===== config.mk =====
export PLATFORM = sky130hd
export DESIGN_NAME = wpr_spi_ctrl
export DESIGN_NICKNAME = d
export VERILOG_FILES = /design/src/rtl/wpr_pkg.sv /design/src/rtl/wpr_sync.sv /design/src/rtl/wpr_frame.sv /design/src/rtl/wpr_regs.sv /design/src/rtl/wpr_spi_ctrl.sv
export SDC_FILE = /design/constraint.sdc
export NUM_CORES = 1
export LEC_CHECK = 0
export CAP_MARGIN = 5
export CORE_UTILIZATION = 55
export DETAILED_ROUTE_END_ITERATION = 10
export GPL_TIMING_DRIVEN = 0
export HOLD_SLACK_MARGIN = 0.08
export PLACE_DENSITY = 0.78
export SYNTH_ARGS = -nofsm -noshare
export SYNTH_HDL_FRONTEND = slang
export SYNTH_HIERARCHICAL = 1
export SYNTH_SLANG_ARGS = --single-unit

===== constraint.sdc =====
create_clock -name clk -period 2.6 [get_ports clk]
set_clock_uncertainty 0.15 [all_clocks]
set_input_delay 0.39 -clock clk [delete_from_list [all_inputs] [get_ports clk]]
set_output_delay 0.39 -clock clk [all_outputs]
set_load 0.02 [all_outputs]

===== src/rtl/wpr_pkg.sv =====
package wpr_pkg;

    localparam int        DEF_NCH   = 4;
    localparam int        DEF_WBITS = 7;
    localparam logic [4:0] CTRL_ADDR = 5'b10000;

    localparam logic [2:0] OPC_NOP     = 3'b000;
    localparam logic [2:0] OPC_CTRL_RD = 3'b001;
    localparam logic [2:0] OPC_CTRL_WR = 3'b011;
    localparam logic [2:0] OPC_REG_RD  = 3'b100;
    localparam logic [2:0] OPC_REG_WR  = 3'b110;

    typedef enum logic [2:0] {
        S_IDLE,
        S_INSTR,
        S_WDATA,
        S_RDUMMY,
        S_RECHO,
        S_RDATA,
        S_SKIP
    } st_e;

endpackage


===== src/rtl/wpr_sync.sv =====
module wpr_sync #(
    parameter int         W    = 1,
    parameter logic [0:0] RSTV = 1'b0
) (
    input  logic         clk,
    input  logic         rst_n,
    input  logic [W-1:0] d,
    output logic [W-1:0] q
);
    logic [W-1:0] meta;

    always_ff @(posedge clk or negedge rst_n) begin
        if (!rst_n) begin
            meta <= {W{RSTV}};
            q    <= {W{RSTV}};
        end else begin
            meta <= d;
            q    <= meta;
        end
    end
endmodule


===== src/rtl/wpr_frame.sv =====
module wpr_frame
    import wpr_pkg::*;
(
    input  logic       clk,
    input  logic       rst_n,
    input  logic       sck_s,
    input  logic       cs_s,
    input  logic       sdi_s,
    input  logic [7:0] rd_data,
    output logic [4:0] tgt_addr,
    output logic       wr_en,
    output logic [7:0] wr_data,
    output logic       sdo,
    output st_e        st
);
    st_e        st_nx;
    logic       sck_q;
    logic [2:0] bit_cnt;
    logic [7:0] rx_sr;
    logic [7:0] tx_sr;
    logic [7:0] instr_q;
    logic       pend_valid;
    logic       sck_rise;
    logic       sck_fall;
    logic       byte_done;
    logic [7:0] rx_byte;
    logic [2:0] opc;

    assign sck_rise  = sck_s & ~sck_q;
    assign sck_fall  = ~sck_s & sck_q;
    assign byte_done = sck_rise && !cs_s && (st != S_IDLE) && (bit_cnt == 3'd7);
    assign rx_byte   = {rx_sr[6:0], sdi_s};
    assign opc       = instr_q[7:5];

    // control opcodes reach the control byte whatever the address field holds
    assign tgt_addr  = (opc == OPC_CTRL_RD || opc == OPC_CTRL_WR) ? CTRL_ADDR : instr_q[4:0];

    // state register
    always_ff @(posedge clk or negedge rst_n) begin
        if (!rst_n) st <= S_IDLE;
        else        st <= st_nx;
    end

    // next-state logic
    always_comb begin
        st_nx = st;
        if (cs_s) begin
            st_nx = S_IDLE;
        end else begin
            unique case (st)
                S_IDLE:   st_nx = S_INSTR;
                S_INSTR: begin
                    if (byte_done) begin
                        if (rx_byte[7:5] == OPC_REG_WR || rx_byte[7:5] == OPC_CTRL_WR)
                            st_nx = S_WDATA;
                        else if (rx_byte[7:5] == OPC_REG_RD || rx_byte[7:5] == OPC_CTRL_RD)
                            st_nx = S_RDUMMY;
                        else
                            st_nx = S_SKIP;
                    end
                end
                S_WDATA:  st_nx = S_WDATA;
                S_RDUMMY: if (byte_done) st_nx = S_RECHO;
                S_RECHO:  if (byte_done) st_nx = S_RDATA;
                S_RDATA:  if (byte_done) st_nx = S_SKIP;
                S_SKIP:   st_nx = S_SKIP;
                default:  st_nx = S_IDLE;
            endcase
        end
    end

    // datapath and outputs
    always_ff @(posedge clk or negedge rst_n) begin
        if (!rst_n) begin
            sck_q      <= 1'b0;
            bit_cnt    <= '0;
            rx_sr      <= '0;
            tx_sr      <= '0;
            instr_q    <= '0;
            wr_data    <= '0;
            pend_valid <= 1'b0;
            wr_en      <= 1'b0;
            sdo        <= 1'b0;
        end else begin
            sck_q <= sck_s;
            wr_en <= 1'b0;
            if (cs_s) begin
                // frame closed: commit a pending write once, clear the link side
                wr_en      <= (st == S_WDATA) && pend_valid;
                pend_valid <= 1'b0;
                bit_cnt    <= '0;
                rx_sr      <= '0;
                tx_sr      <= '0;
                sdo        <= 1'b0;
            end else if (st != S_IDLE) begin
                if (sck_rise) begin
                    rx_sr   <= rx_byte;
                    bit_cnt <= bit_cnt + 3'd1;
                    if (bit_cnt == 3'd7) begin
                        unique case (st)
                            S_INSTR: instr_q <= rx_byte;
                            S_WDATA: begin
                                wr_data    <= rx_byte;
                                pend_valid <= 1'b1;
                            end
                            S_RDUMMY: tx_sr <= instr_q;
                            S_RECHO:  tx_sr <= rd_data;
                            default:  tx_sr <= '0;
                        endcase
                    end
                end else if (sck_fall) begin
                    sdo   <= tx_sr[7];
                    tx_sr <= {tx_sr[6:0], 1'b0};
                end
            end
        end
    end
endmodule


===== src/rtl/wpr_regs.sv =====
module wpr_regs #(
    parameter int NCH   = 4,
    parameter int WBITS = 7
) (
    input  logic                      clk,
    input  logic                      rst_n,
    input  logic                      wr_en,
    input  logic [4:0]                tgt_addr,
    input  logic [7:0]                wr_data,
    input  logic                      shutdown,
    input  logic                      supply_glitch,
    output logic [7:0]                rd_data,
    output logic [NCH-1:0][WBITS-1:0] stored,
    output logic [NCH*WBITS-1:0]      wiper_o
);
    import wpr_pkg::*;

    localparam logic [WBITS-1:0] MIDV   = WBITS'(1) << (WBITS - 1);
    localparam int               PADW   = 8 - WBITS;

    logic [7:0] ctrl_q;
    logic       reset_mid;

    assign reset_mid = shutdown && supply_glitch;

    for (genvar i = 0; i < NCH; i++) begin : g_ch
        always_ff @(posedge clk or negedge rst_n) begin
            if (!rst_n)
                stored[i] <= MIDV;
            else if (reset_mid)
                stored[i] <= MIDV;
            else if (wr_en && tgt_addr == 5'(i))
                stored[i] <= wr_data[WBITS-1:0];
        end
        assign wiper_o[i*WBITS +: WBITS] = shutdown ? '0 : stored[i];
    end

    always_ff @(posedge clk or negedge rst_n) begin
        if (!rst_n)
            ctrl_q <= 8'h00;
        else if (wr_en && tgt_addr == CTRL_ADDR)
            ctrl_q <= wr_data;
    end

    always_comb begin
        rd_data = 8'h00;
        if (tgt_addr == CTRL_ADDR)
            rd_data = ctrl_q;
        else
            for (int i = 0; i < NCH; i++)
                if (tgt_addr == 5'(i))
                    rd_data = {{PADW{1'b0}}, stored[i]};
    end
endmodule


===== src/rtl/wpr_spi_ctrl.sv =====
module wpr_spi_ctrl #(
    parameter int NCH   = 4,
    parameter int WBITS = 7
) (
    input  logic                 clk,
    input  logic                 rst_n,
    input  logic                 sck,
    input  logic                 cs_n,
    input  logic                 sdi,
    output logic                 sdo,
    input  logic                 shutdown,
    input  logic                 supply_glitch,
    output logic [NCH*WBITS-1:0] wiper_o
);
    import wpr_pkg::*;

    logic                      sck_s;
    logic                      cs_s;
    logic                      sdi_s;
    logic [7:0]                rd_data;
    logic [4:0]                tgt_addr;
    logic                      wr_en;
    logic [7:0]                wr_data;
    logic [NCH-1:0][WBITS-1:0] stored;
    st_e                       st;

    wpr_sync #(.W(1), .RSTV(1'b0)) u_sync_sck (.clk(clk), .rst_n(rst_n), .d(sck),  .q(sck_s));
    wpr_sync #(.W(1), .RSTV(1'b1)) u_sync_cs  (.clk(clk), .rst_n(rst_n), .d(cs_n), .q(cs_s));
    wpr_sync #(.W(1), .RSTV(1'b0)) u_sync_sdi (.clk(clk), .rst_n(rst_n), .d(sdi),  .q(sdi_s));

    wpr_frame u_frame (
        .clk      (clk),
        .rst_n    (rst_n),
        .sck_s    (sck_s),
        .cs_s     (cs_s),
        .sdi_s    (sdi_s),
        .rd_data  (rd_data),
        .tgt_addr (tgt_addr),
        .wr_en    (wr_en),
        .wr_data  (wr_data),
        .sdo      (sdo),
        .st       (st)
    );

    wpr_regs #(.NCH(NCH), .WBITS(WBITS)) u_regs (
        .clk           (clk),
        .rst_n         (rst_n),
        .wr_en         (wr_en),
        .tgt_addr      (tgt_addr),
        .wr_data       (wr_data),
        .shutdown      (shutdown),
        .supply_glitch (supply_glitch),
        .rd_data       (rd_data),
        .stored        (stored),
        .wiper_o       (wiper_o)
    );
endmodule


==> results of run 1 <==
timing repair:
action,in CTS,in global routing
gates resized for setup,9,35
pin swaps,0,1
setup endpoints to repair,27,28
hold buffers,1,0
cloned,0,0
hold endpoints to repair,29,0
cells in the mapped netlist (all sizes together):
cell type / instances
ha: 6
clkbuf: 11
and2b: 2
buf: 12
xnor2: 2
nand2: 53
a22oi: 1
nor3: 10
o21ai: 1
mux2i: 42
nor4: 1
inv: 5
a211oi: 1
a21o: 7
nor4b: 1
and2: 8
o21a: 1
or4: 1
nand4: 1
nor2b: 38
dfrtp: 77
mux2: 33
a221oi: 7
o22ai: 7
dfstp: 6
nor3b: 1
nor2: 18
o41ai: 1
nand2b: 5
a31oi: 2
nand3b: 2
nand3: 3
a21oi: 15
and3: 2
or4b: 1
o31a: 1
registers in the layout (all words and copies together), names as in the netlist, 3 cells and up:
name             count
u_frame/tx_sr        8
u_regs/ctrl_q        8
u_frame/st           3
u_frame/instr_q      8
u_frame/wr_data      8
u_frame/rx_sr        7
u_regs/stored       28
u_frame/bit_cnt      3
final cells by class:
| type | instances | area share [%] |
|---|---|---|
| Inverter | 5 | 0.368 |
| Buffer | 23 | 2.58 |
| Clock inverter | 4 | 1.91 |
| Multi-Input combinational cell | 274 | 40.2 |
| Sequential cell | 83 | 40.9 |
| Clock buffer | 12 | 3.04 |
| Tap cell | 99 | 2.43 |
| Timing Repair Buffer | 37 | 8.54 |
per-layer routing:
layer	vias to the layer above	routed length [µm]	global-route usage (%)
met5	-	0	0
met4	0	234	11.5
met3	21	530	3.97
met2	123	4720	42.1
met1	1512	3790	30.8
li1	1431	-	-
critical path: stages (launching register included):
cell      delay (ps)
dfrtp_1          440
nand2b_4         110
and2_1           150
buf_6            170
buf_8            180
mux2i_1          250
o22ai_2          110
a21o_1           200
a221oi_4         310
nor3_2            80
mux2_2           270
worst paths after layout:
path / from / to / slack, ps
min reg2reg: u_sync_sdi/meta / u_sync_sdi/q / 200
max: u_frame/instr_q[5] / u_frame/tx_sr[1] / 70
min in group asynchronous: rst_n / u_regs/stored[1] / 380
max reg2reg: u_frame/instr_q[5] / u_frame/tx_sr[1] / 70
max in group asynchronous: rst_n / u_sync_cs/q / 1270
min: u_sync_sdi/meta / u_sync_sdi/q / 200
logic make-up (layout without fill, tap and decap cells):
family | count (synthesis) | count (layout) | share of synthesized area [%]
muxes | 75 | 75 | 18.9
xor gates and xnor gates | 2 | 2 | 0.418
DFF | 83 | 83 | 49.7
AOI/OAI and AO/OA | 44 | 44 | 7.10
buffers and inverters | 28 | 81 | 3.10
adders and majority gates | 6 | 6 | 1.79
and+or+nand+nor | 147 | 147 | 19.0
power by group:
| group | total [W] | internal [W] | switching, W | leakage, nW |
|---|---|---|---|---|
| clock | 0.00115 | 0.000691 | 0.000458 | 0.123 |
| combinational | 0.000439 | 0.000163 | 0.000276 | 1.48 |
| sequential | 0.00136 | 0.00133 | 0.0000310 | 1.12 |
per-stage QoR:
step	setup TNS (ps)	total power, W	std cells	util (%)
after floorplan	0	0.00168	385	-
after global placement	-156840	0.00178	519	63.7
after detailed placement	-5250	0.00180	520	64.0
after CTS	0	0.00295	537	68.1
after global routing	-19.0	0.00307	537	69.6
final	0	0.00295	537	69.6
==> flow_metrics.env, run 1 <==
export IMPL_status="finished, final reports clean"
export IMPL_cts_buffer_depth=2
export IMPL_dr_pass1_iters=5
export IMPL_vias_per_cell=5.75
export IMPL_synth_area_um2=4200
export IMPL_final_cell_mix="dfrtp_1, nand2_1, mux2i_1, nor2b_1, mux2_2"
export IMPL_area_growth_pct=21.5
export IMPL_antenna_diode_count=0
export IMPL_ff2ff_path_depth=10
export IMPL_yosysWarnings=6
export IMPL_core_um2=7330
export IMPL_period_share_pct=97.2
export IMPL_htreeDepth=3
export IMPL_placed_area_um2=4690
export IMPL_multi_input_area_um2=2050
export IMPL_fin_nets=446
export IMPL_cp_end_kind="flip-flop"
export IMPL_final_common_cell="dfrtp_1"
export IMPL_synthesis_nets=398
export IMPL_crit_type="reg -> reg"
export IMPL_arrival_ps=2620
export IMPL_wl_um=9280
export IMPL_worstSetupStartpointType="flip-flop"
export IMPL_route_detailed_wl_per_inst_um=17.3
export IMPL_insertion_delay_ps=350
export IMPL_rsz0062_at_grt="true"
export IMPL_setup_viol_count_final=0
export IMPL_dp_slack_ps=-241
export IMPL_yosysUniqueCellTypes=46
export IMPL_die_height_um=89.3
export IMPL_cp_required_ps=2690
export IMPL_grt_use_total_pct=24.7
export IMPL_synth_area_leaders="dfrtp_1, mux2i_1, mux2_2"
export IMPL_postSynthAreaPerCell_um2=10.9
export IMPL_hpwl_um=6410
export IMPL_grt_pass1_vias=2944
export IMPL_start_util_pct=57.2
export IMPL_worstHoldPathCells=0
export IMPL_antenna_found_initial=0
export IMPL_worst_slew_pin_slew_ps=632
export IMPL_vias=3087
export IMPL_whs_ps=201
export IMPL_port_buffers=35
export IMPL_final_area_um2=5100
export IMPL_numCtsBuffers=9
export IMPL_slew_violations=0
export IMPL_yosys_area_top_type_share_pct=45.9
export IMPL_yosysSeqAreaShare_pct=49.7
export IMPL_clk_pin_slew_ps=90
export IMPL_drv_cap=0
export IMPL_rows=31
export IMPL_drc=0
export IMPL_gp_congestion=0.815
export IMPL_seqCellArea_um2=2080
export IMPL_gr_total_overflow=0
export IMPL_fin_crit_ps=2530
export IMPL_yosysTopAreaCell="dfrtp_1"
export IMPL_hp_class="reg -> reg"
export IMPL_relSlewSlack_pct=57.9
export IMPL_ant_nets=0
export IMPL_drtIter0Drc=208
export IMPL_grt_pass1_wl_um=14500
export IMPL_fillerInstances=533
export IMPL_root_buffer="clkbuf_8"
export IMPL_fin_ws_ps=71.5
export IMPL_io_pin_count=36
export IMPL_syn_inst=385
export IMPL_numClockSinks=83
export IMPL_cts_setup_buffers=0
export IMPL_die_x_um=89.3
export IMPL_crit_fanout=10
export IMPL_power_density_nw_per_um2=578
export IMPL_grt_max_degree=51
export IMPL_drive_gt1_share_pct=20.8
export IMPL_cts_tree="built"
export IMPL_ys_ff_latch=83
export IMPL_leakage_nw=2.73
export IMPL_fmax_mhz=395
export IMPL_ir_worst_vdd_mv=0.505
export IMPL_hold_violations=0
export IMPL_die_area_um2=7980
No activity file was read; power rests on OpenSTA's default activity.
==> run 2: changes to the inputs <==
--- a/config.mk
+++ b/config.mk
@@ -5,7 +5,7 @@
 export SDC_FILE = /design/constraint.sdc
 export NUM_CORES = 1
 export LEC_CHECK = 0
-export CAP_MARGIN = 5
+export CAP_MARGIN = 40
 export CORE_UTILIZATION = 55
 export DETAILED_ROUTE_END_ITERATION = 10
 export GPL_TIMING_DRIVEN = 0
==> flow_metrics.env, run 2 (synthesis gave the netlist of run 1 again) <==
export IMPL_status="finished, final reports clean"
export IMPL_vias_per_cell=5.75
export IMPL_hold_start="u_sync_sdi/meta"
export IMPL_relSlewSlack_pct=57.9
export IMPL_place_inst=520
export IMPL_hold_violations=0
export IMPL_final_cell_mix="dfrtp_1, nand2_1, mux2i_1, nor2b_1, mux2_2"
export IMPL_largest_reg_flops=28
export IMPL_p_int_w=0.00218
export IMPL_power_density_nw_per_um2=578
export IMPL_crit_path_top_delay_cell="dfrtp_1"
export IMPL_p_comb_share_pct=14.9
export IMPL_hp_class="reg -> reg"
export IMPL_drive_gt1_share_pct=20.8
export IMPL_cp_cell_sequence="nand2b_4 -> and2_1 -> buf_6 -> buf_8 -> mux2i_1 -> o22ai_2 -> a21o_1 -> a221oi_4 -> nor3_2 -> mux2_2"
export IMPL_fmax_mhz=395
export IMPL_cp_num_buf_inv=2
export IMPL_io_pin_count=36
export IMPL_final_cells=537
export IMPL_grt_use_total_pct=24.7
export IMPL_crit_path_start="u_frame/instr_q[5]"
export IMPL_htreeDepth=3
export IMPL_power_frac_seq_pct=46.1
export IMPL_grt_pass1_vias=2944
export IMPL_start_util_pct=57.2
export IMPL_power_w=0.00295
export IMPL_grt_max_degree=51
export IMPL_dr_pass1_iters=5
export IMPL_wl_um=9280
export IMPL_vias=3087
export IMPL_die_height_um=89.3
export IMPL_r2r_start="u_frame/instr_q[5]"
export IMPL_grt_pass1_wl_um=14500
export IMPL_die_x_um=89.3
export IMPL_die_area_um2=7980
export IMPL_rsz0062_at_grt="true"
export IMPL_drc=0
export IMPL_crit_family="compound AO/OA/AOI/OAI gates"
export IMPL_period_share_pct=97.2
export IMPL_antenna_diode_count=0
export IMPL_crit_type="reg -> reg"
export IMPL_fin_crit_ps=2530
export IMPL_antenna_found_initial=0
export IMPL_rows=31
export IMPL_worstSetupStartpointType="flip-flop"
export IMPL_p_sw_share_pct=26.0
export IMPL_numCtsBuffers=9
export IMPL_gr_total_overflow=0
export IMPL_insertion_delay_ps=350
export IMPL_route_detailed_wl_per_inst_um=17.3
export IMPL_cp_required_ps=2690
export IMPL_cts_tree="built"
export IMPL_slew_violations=0
export IMPL_arrival_ps=2620
export IMPL_root_buffer="clkbuf_8"
export IMPL_area_growth_pct=21.5
export IMPL_cts_buffer_depth=2
export IMPL_leakage_nw=2.73
export IMPL_switching_power_w=0.000765
export IMPL_largest_register="u_regs/stored"
export IMPL_port_buffers=35
export IMPL_gp_congestion=0.815
export IMPL_fin_nets=446
export IMPL_cts_setup_buffers=0
export IMPL_hpwl_um=6410
export IMPL_clockPowerShare_pct=39.0
export IMPL_drtIter0Drc=208
export IMPL_ant_nets=0
export IMPL_clk_pin_slew_ps=90
export IMPL_setup_viol_count_final=0
export IMPL_ir_worst_vdd_mv=0.505
export IMPL_crit_fanout=10
export IMPL_cp_end_kind="flip-flop"
export IMPL_worst_slew_pin_slew_ps=632
export IMPL_slowest_delay_ps=440
export IMPL_drv_cap=0
export IMPL_numClockSinks=83
export IMPL_final_common_cell="dfrtp_1"
export IMPL_core_um2=7330
[run 2: final cells by class]
| class | instances | area [µm²] |
|---|---|---|
| fillers | 533 | 2230 |
| flip-flops and latches | 83 | 2080 |
| multi-input cells | 274 | 2050 |
| repair buffers | 37 | 435 |
| clock buffers | 12 | 155 |
| plain buffers | 23 | 131 |
| well taps | 99 | 124 |
| clock inverters | 4 | 97.6 |
| inverters | 5 | 18.8 |
[run 2: metrics by stage]
stage                     instance area [µm²]  utilization, %  setup TNS, ps  hold slack (ps)  setup slack [ps]
final                                    5100            69.6              0              201              71.5
after global routing                     5100            69.6          -19.0              212             -19.0
after CTS                                4990            68.1              0              204              20.8
after detailed placement                 4690            64.0          -5250              186              -241
after global placement                   4670            63.7        -156840              183             -1910
after floorplan                          4200               -              0            -55.6               301
[run 2: power by group through the flow]
stage	registers (W)	clock network, W	logic [W]
5_1_grt	0.00136	0.00121	0.000488
6_report	0.00136	0.00115	0.000439
4_1_cts	0.00136	0.00116	0.000430
2_1_floorplan	0.00137	0	0.000308
3_5_place_dp	0.00138	0	0.000420
3_3_place_gp	0.00138	0	0.000405
[run 2: worst reg2reg max path: stages, from the launching register on]
cell	delay [ps]
dfrtp_1	440
nand2b_4	110
and2_1	150
buf_6	170
buf_8	180
mux2i_1	260
o22ai_2	110
a21o_1	200
a221oi_4	320
nor3_2	80
mux2_2	270
[run 2: worst paths after layout]
kind / cells past startpoint / slack, ps / to
max: 10 / 70 / u_frame/tx_sr[1]
min: 0 / 200 / u_sync_sdi/q
max reg2reg: 10 / 70 / u_frame/tx_sr[1]
min reg2reg: 0 / 200 / u_sync_sdi/q
max in group asynchronous: 3 / 1270 / u_sync_cs/q
min in group asynchronous: 2 / 380 / u_regs/stored[1]
[run 2: routing by layer]
metal / share of wire (%) / up-vias / track usage [%]
met1: 41 / 1512 / 30.8
met3: 5.7 / 21 / 3.97
li1: - / 1431 / -
met4: 2.5 / 0 / 11.5
met5: 0 / - / 0
met2: 51 / 123 / 42.1
[run 2: what timing repair did]
| item | 4_1_cts | 5_1_grt |
|---|---|---|
| hold buffers | 1 | 0 |
| hold endpoints to repair | 29 | 0 |
| gates resized for setup | 9 | 35 |
| endpoints found under the setup margin | 27 | 28 |
| pin swaps | 0 | 1 |
| gates cloned | 0 | 0 |
